$ cat src/rtl/adc_seq_pkg.sv
package adc_seq_pkg;

  typedef enum logic [1:0] {
    ST_IDLE   = 2'd0,
    ST_SAMPLE = 2'd1,
    ST_TRIAL  = 2'd2,
    ST_TAIL   = 2'd3
  } seq_state_e;

  typedef enum logic [1:0] {
    SRC_PIN = 2'd0,
    SRC_GND = 2'd1,
    SRC_REF = 2'd2
  } src_e;

  // reference wins over ground when both bits are set
  function automatic src_e decode_src(input logic [1:0] sel);
    if (sel[1]) return SRC_REF;
    if (sel[0]) return SRC_GND;
    return SRC_PIN;
  endfunction

endpackage

$ cat src/rtl/adc_time_decode.sv
module adc_time_decode #(
  parameter int SAM_W    = 3,
  parameter int CONV_W   = 5,
  parameter int CNT_W    = 7,
  parameter int SAM_MIN  = 1,
  parameter int CONV_MIN = 2
) (
  input  logic [SAM_W+CONV_W-1:0] timing,
  output logic [CNT_W-1:0]        sample_cycles,
  output logic [CNT_W-1:0]        trial_cycles,
  output logic                    cfg_ok
);
  localparam int TIME_W = SAM_W + CONV_W;

  logic [SAM_W-1:0]  sam;
  logic [CONV_W-1:0] conv;

  assign sam  = timing[TIME_W-1 -: SAM_W];
  assign conv = timing[CONV_W-1:0];

  // sample window 8*S+2, one trial 2*(C+1)
  assign sample_cycles = (CNT_W'(sam) << 3) + CNT_W'(2);
  assign trial_cycles  = (CNT_W'(conv) + CNT_W'(1)) << 1;
  assign cfg_ok        = (sam >= SAM_W'(SAM_MIN)) && (conv >= CONV_W'(CONV_MIN));
endmodule

$ cat src/rtl/adc_sar_reg.sv
module adc_sar_reg #(
  parameter int RES_W  = 10,
  parameter int RES_LO = 8
) (
  input  logic             clk,
  input  logic             rst_n,
  input  logic             load,
  input  logic             wide,
  input  logic             step,
  input  logic             cmp_ge,
  output logic [RES_W-1:0] kept,
  output logic [RES_W-1:0] trial_code,
  output logic             last_trial
);
  localparam logic [RES_W-1:0] TOP_HI = RES_W'(1) << (RES_W - 1);
  localparam logic [RES_W-1:0] TOP_LO = RES_W'(1) << (RES_LO - 1);

  logic [RES_W-1:0] mask;

  always_ff @(posedge clk or negedge rst_n) begin
    if (!rst_n) begin
      kept <= '0;
      mask <= '0;
    end else if (load) begin
      kept <= '0;
      mask <= wide ? TOP_HI : TOP_LO;
    end else if (step) begin
      if (cmp_ge) kept <= kept | mask;
      mask <= mask >> 1;
    end
  end

  assign trial_code = kept | mask;
  assign last_trial = mask[0];
endmodule

$ cat src/rtl/adc_input_select.sv
module adc_input_select
  import adc_seq_pkg::*;
#(
  parameter int CH_W = 4
) (
  input  logic            active,
  input  src_e            src,
  input  logic [CH_W-1:0] chan_q,
  output logic            pin_en,
  output logic            gnd_en,
  output logic            ref_en,
  output logic [CH_W-1:0] mux_chan
);
  always_comb begin
    pin_en   = 1'b0;
    gnd_en   = 1'b0;
    ref_en   = 1'b0;
    mux_chan = '0;
    if (active) begin
      unique case (src)
        SRC_PIN: begin
          pin_en   = 1'b1;
          mux_chan = chan_q;
        end
        SRC_GND: gnd_en = 1'b1;
        default: ref_en = 1'b1;
      endcase
    end
  end
endmodule

$ cat src/rtl/adc_sar_seq.sv
module adc_sar_seq
  import adc_seq_pkg::*;
#(
  parameter int SAM_W    = 3,
  parameter int CONV_W   = 5,
  parameter int RES_W    = 10,
  parameter int RES_LO   = 8,
  parameter int NUM_CH   = 13,
  parameter int CH_W     = 4,
  parameter int TAIL_CYC = 3,
  parameter int SAM_MIN  = 1,
  parameter int CONV_MIN = 2
) (
  input  logic                    clk,
  input  logic                    rst_n,
  input  logic                    start,
  input  logic [SAM_W+CONV_W-1:0] timing,
  input  logic                    mode10,
  input  logic [1:0]              src_sel,
  input  logic [CH_W-1:0]         chan,
  input  logic                    cmp_ge,
  output logic                    sample_en,
  output logic                    pin_en,
  output logic                    gnd_en,
  output logic                    ref_en,
  output logic [CH_W-1:0]         mux_chan,
  output logic [RES_W-1:0]        dac_code,
  output logic                    busy,
  output logic                    done,
  output logic                    cfg_err,
  output logic [RES_W-1:0]        result
);
  localparam int CNT_W = (SAM_W + 3 > CONV_W + 2) ? SAM_W + 3 : CONV_W + 2;

  seq_state_e       state;
  logic [CNT_W-1:0] cnt;
  logic [CNT_W-1:0] trial_len;
  logic [CNT_W-1:0] sample_cycles;
  logic [CNT_W-1:0] trial_cycles;
  logic             time_ok;
  logic             chan_ok;
  logic             go_ok;
  logic             wide_q;
  src_e             src_q;
  src_e             src_in;
  logic [CH_W-1:0]  chan_q;
  logic             done_q;
  logic             err_q;
  logic [RES_W-1:0] result_q;
  logic [RES_W-1:0] kept;
  logic [RES_W-1:0] trial_code;
  logic             last_trial;
  logic             sar_load;
  logic             sar_step;

  adc_time_decode #(
    .SAM_W(SAM_W), .CONV_W(CONV_W), .CNT_W(CNT_W),
    .SAM_MIN(SAM_MIN), .CONV_MIN(CONV_MIN)
  ) u_decode (
    .timing       (timing),
    .sample_cycles(sample_cycles),
    .trial_cycles (trial_cycles),
    .cfg_ok       (time_ok)
  );

  assign src_in  = decode_src(src_sel);
  assign chan_ok = (src_in != SRC_PIN) || (int'(chan) < NUM_CH);
  assign go_ok   = time_ok && chan_ok;

  assign sar_load = (state == ST_SAMPLE) && (cnt == '0);
  assign sar_step = (state == ST_TRIAL) && (cnt == '0);

  always_ff @(posedge clk or negedge rst_n) begin
    if (!rst_n) begin
      state     <= ST_IDLE;
      cnt       <= '0;
      trial_len <= '0;
      wide_q    <= 1'b0;
      src_q     <= SRC_PIN;
      chan_q    <= '0;
      done_q    <= 1'b0;
      err_q     <= 1'b0;
      result_q  <= '0;
    end else begin
      unique case (state)
        ST_IDLE: begin
          if (start) begin
            done_q <= 1'b0;
            err_q  <= !go_ok;
            if (go_ok) begin
              state     <= ST_SAMPLE;
              cnt       <= sample_cycles - CNT_W'(1);
              trial_len <= trial_cycles;
              wide_q    <= mode10;
              src_q     <= src_in;
              chan_q    <= chan;
            end
          end
        end
        ST_SAMPLE: begin
          if (cnt == '0) begin
            state <= ST_TRIAL;
            cnt   <= trial_len - CNT_W'(1);
          end else begin
            cnt <= cnt - CNT_W'(1);
          end
        end
        ST_TRIAL: begin
          if (cnt == '0) begin
            if (last_trial) begin
              state <= ST_TAIL;
              cnt   <= CNT_W'(TAIL_CYC - 1);
            end else begin
              cnt <= trial_len - CNT_W'(1);
            end
          end else begin
            cnt <= cnt - CNT_W'(1);
          end
        end
        default: begin
          if (cnt == '0) begin
            state    <= ST_IDLE;
            done_q   <= 1'b1;
            result_q <= kept;
          end else begin
            cnt <= cnt - CNT_W'(1);
          end
        end
      endcase
    end
  end

  adc_sar_reg #(
    .RES_W(RES_W), .RES_LO(RES_LO)
  ) u_sar (
    .clk       (clk),
    .rst_n     (rst_n),
    .load      (sar_load),
    .wide      (wide_q),
    .step      (sar_step),
    .cmp_ge    (cmp_ge),
    .kept      (kept),
    .trial_code(trial_code),
    .last_trial(last_trial)
  );

  adc_input_select #(
    .CH_W(CH_W)
  ) u_sel (
    .active  (state == ST_SAMPLE),
    .src     (src_q),
    .chan_q  (chan_q),
    .pin_en  (pin_en),
    .gnd_en  (gnd_en),
    .ref_en  (ref_en),
    .mux_chan(mux_chan)
  );

  assign sample_en = (state == ST_SAMPLE);
  assign busy      = (state != ST_IDLE);
  assign dac_code  = (state == ST_TRIAL) ? trial_code : '0;
  assign done      = done_q;
  assign cfg_err   = err_q;
  assign result    = result_q;
endmodule

$ cat config.mk
export PLATFORM = sky130hd
export DESIGN_NAME = adc_sar_seq
export DESIGN_NICKNAME = d
export VERILOG_FILES = /design/src/rtl/adc_seq_pkg.sv /design/src/rtl/adc_time_decode.sv /design/src/rtl/adc_sar_reg.sv /design/src/rtl/adc_input_select.sv /design/src/rtl/adc_sar_seq.sv
export SDC_FILE = /design/constraint.sdc
export NUM_CORES = 1
export LEC_CHECK = 0
export BUFFER_PORTS_ARGS = -buffer_cell sky130_fd_sc_hd__buf_2
export CAP_MARGIN = 20
export CORE_ASPECT_RATIO = 2
export CORE_UTILIZATION = 35
export DETAILED_ROUTE_END_ITERATION = 12
export PLACE_DENSITY = 0.57
export SLEW_MARGIN = 25
export SYNTH_ARGS = -nofsm -noshare
export SYNTH_HDL_FRONTEND = slang
export SYNTH_SLANG_ARGS = --single-unit
$ cat constraint.sdc
create_clock -name clk -period 4.4 [get_ports clk]
set_clock_uncertainty 0.1 [all_clocks]
set_input_delay 0.88 -clock clk [delete_from_list [all_inputs] [get_ports clk]]
set_output_delay 0.88 -clock clk [all_outputs]
set_load 0.02 [all_outputs]
==> flow_metrics.env <==
export IMPL_leakagePower_nw=1.612
export IMPL_cp_max_fo=11
export IMPL_maxCapViolations=0
export IMPL_cts_made_buffers=5
export IMPL_overflow=0
export IMPL_grt_pass1_vias=2306
export IMPL_grt_usage_pct=18.23
export IMPL_port_buffers=49
export IMPL_first_pass_iters=4
export IMPL_dp_hpwl_um=5198
export IMPL_io_pins=50
export IMPL_viasPerCell=5.390
export IMPL_period_needed_ns=3.220
export IMPL_yosysMostFrequentCell="dfrtp_1"
export IMPL_yosys_warnings=0
export IMPL_finalCritPeriodShare_pct=73.18
export IMPL_row_count=45
export IMPL_synthToLayoutAreaGrowth_pct=18.17
export IMPL_num_vias=2280
export IMPL_cts_hold_buf=0
export IMPL_tritoncts="done"
export IMPL_max_freq_ghz=0.3106
export IMPL_rrSetupSlack_ns=1.69
export IMPL_synthTopCellsByArea="dfrtp_1 (48%), ha_1 (4.5%), mux2_1 (4.4%)"
export IMPL_hold_viol_final=0
export IMPL_synthArstFlopShare_pct=100.0
export IMPL_grt_max_degree=36
export IMPL_diodes=0
export IMPL_clock_tree_buffer_depth=2
export IMPL_post_route_drc_count=0
export IMPL_root_buffer="clkbuf_16"
export IMPL_setup_tns_ns=0
export IMPL_r2r_cells=7
export IMPL_synth_edf_count=0
export IMPL_clkTransAtPathRegs_ns=0.07
export IMPL_ant_nets=0
export IMPL_grt_pass1_wl_um=11470
export IMPL_routed_wirelength_um=6820
export IMPL_yosysTopAreaCellShare_pct=48.11
export IMPL_wire_per_inst_um=16.12
export IMPL_finalSetupViolations=0
export IMPL_clock_latency_ns=0.29
export IMPL_seq_area_frac_synth_pct=48.11
export IMPL_post_route_cells_drive_above_1_share_pct=24.01
export IMPL_die_h_um=128.7
export IMPL_initial_utilization_pct=36.68
export IMPL_synth_top_cell_by_area="dfrtp_1"
export IMPL_ys_types=53
export IMPL_cts_resized=0
export IMPL_status="finished clean"
export IMPL_layout_nets=357
export IMPL_die_area_um2=8409
export IMPL_syn_inst=279
export IMPL_worst_setup_path_start_kind="register"
export IMPL_ys_flop_type="dfrtp_1"
export IMPL_die_w_um=65.35
export IMPL_end_kind="primary output"
export IMPL_timing_hold_ws_ns=0.3847
export IMPL_tightest_slew_ns=0.7050
export IMPL_finalMaxSlewViolations=0
export IMPL_worstHoldPathType="reg2reg"
export IMPL_drtIter0Drc=89
export IMPL_crit_type="reg2out"
export IMPL_synth_common_cells="dfrtp_1 (54), nor2_1 (31), nand2_1 (20), a21oi_1 (19), inv_1 (14)"
export IMPL_worst_slack_ns=1.180
export IMPL_post_cts_setup_buffers=0
export IMPL_cp_arrival_ns=2.24
export IMPL_ys_ff_latch=54
export IMPL_worst_endpoint_required_ns=3.42
export IMPL_place_gp_congestion=0.8631
export IMPL_cellPowerDensity_nw_per_um2=659.6
export IMPL_maxSlewHeadroom_pct=53.00
export IMPL_cts_sinks=54
export IMPL_vdd_drop_max_v=0.0002537
export IMPL_core_um2=7657
export IMPL_syn_avg_cell_area_um2=10.07
export IMPL_antenna_found_initial=0
export IMPL_hold_path_depth=1
export IMPL_htreeDepth=2
export IMPL_syn_area_um2=2809
export IMPL_post_place_ws_ns=1.465
export IMPL_rsz0062_at_grt="no"
export IMPL_synth_nets=308
[cell families (layout without fill, tap and decap cells)]
family / count (synthesis) / count (layout) / share of synthesized area, %
and+or+nand+nor: 92 / 92 / 16.53
AOI/OAI and AO/OA: 71 / 71 / 17.02
DFF: 54 / 54 / 48.11
buffers and inverters: 24 / 74 / 3.341
muxes: 22 / 22 / 8.686
adders and majority gates: 10 / 10 / 4.454
xor gates and xnor gates: 6 / 6 / 1.871
[final timing paths]
kind / to / startpoint
min in group asynchronous: result[5] / rst_n
max in group asynchronous: cnt[6] / rst_n
setup / recovery: mux_chan[2] / state[1]
hold reg to reg: result[8] / result[8]
setup reg to reg: cnt[4] / state[1]
hold / removal: result[8] / result[8]
[final cells by class]
cell class | instances | area [um^2]
Sequential cell | 54 | 1351
Timing Repair Buffer | 52 | 267.8
Fill cell | 798 | 4338
Tap cell | 94 | 117.6
Clock buffer | 8 | 166.4
Inverter | 14 | 52.55
Multi-Input combinational cell | 201 | 1364
[flip-flops by register name (all words and copies together), names as in the netlist]
signal	cells
result	10
state	2
chan_q	4
cnt	7
u_sar.kept	10
u_sar.mask	10
wide_q	1
src_q	2
cfg_err	1
done	1
trial_len	6
[placed cells by master (no fill, tap or decap), drive strengths merged, types with 2 or more instances in the layout]
master	count
a21o	2
a21oi	19
a221oi	2
a41oi	2
and2	6
buf	52
clkbuf	8
dfrtp	54
ha	10
inv	14
mux2	19
mux2i	3
nand2	22
nand3	8
nor2	32
nor3	10
nor4	3
o211ai	2
o21a	11
o21ai	13
o22ai	2
o2bb2ai	3
o31ai	4
o32a	2
or2	2
xor2	5
[worst max-delay path: stages, from the launching register on]
cell and delay [ns]:
dfrtp_1 0.44, inv_1 0.11, ha_1 0.33, inv_1 0.28
nor3_1 0.45, and2_1 0.19, buf_2 0.15
[metrics by stage]
| step | cell area (um^2) | std cells | util [%] | total power [mW] |
|---|---|---|---|---|
| floorplan | 2809 | 279 | - | 1.480 |
| global placement | 3153 | 415 | 41.18 | 1.761 |
| detailed placement | 3153 | 415 | 41.18 | 1.773 |
| CTS | 3319 | 423 | 43.35 | 2.211 |
| global route | 3319 | 423 | 43.35 | 2.349 |
| finish | 3319 | 423 | 43.35 | 2.189 |
[power breakdown]
part / total (mW) / switching, mW / internal [mW]
Sequential: 0.779 / 0.135 / 0.644
Clock: 0.429 / 0.171 / 0.258
Combinational: 0.982 / 0.595 / 0.386
Total: 2.19 / 0.901 / 1.29
[metal layers]
layer	up-vias	GRT usage (%)	share of wire (%)
met1	1098	19.13	36
met5	-	0	0
li1	1091	-	-
met4	0	10.10	3.5
met3	16	2.660	4.1
met2	75	33.54	56
Power figures use the tool's default switching activity.
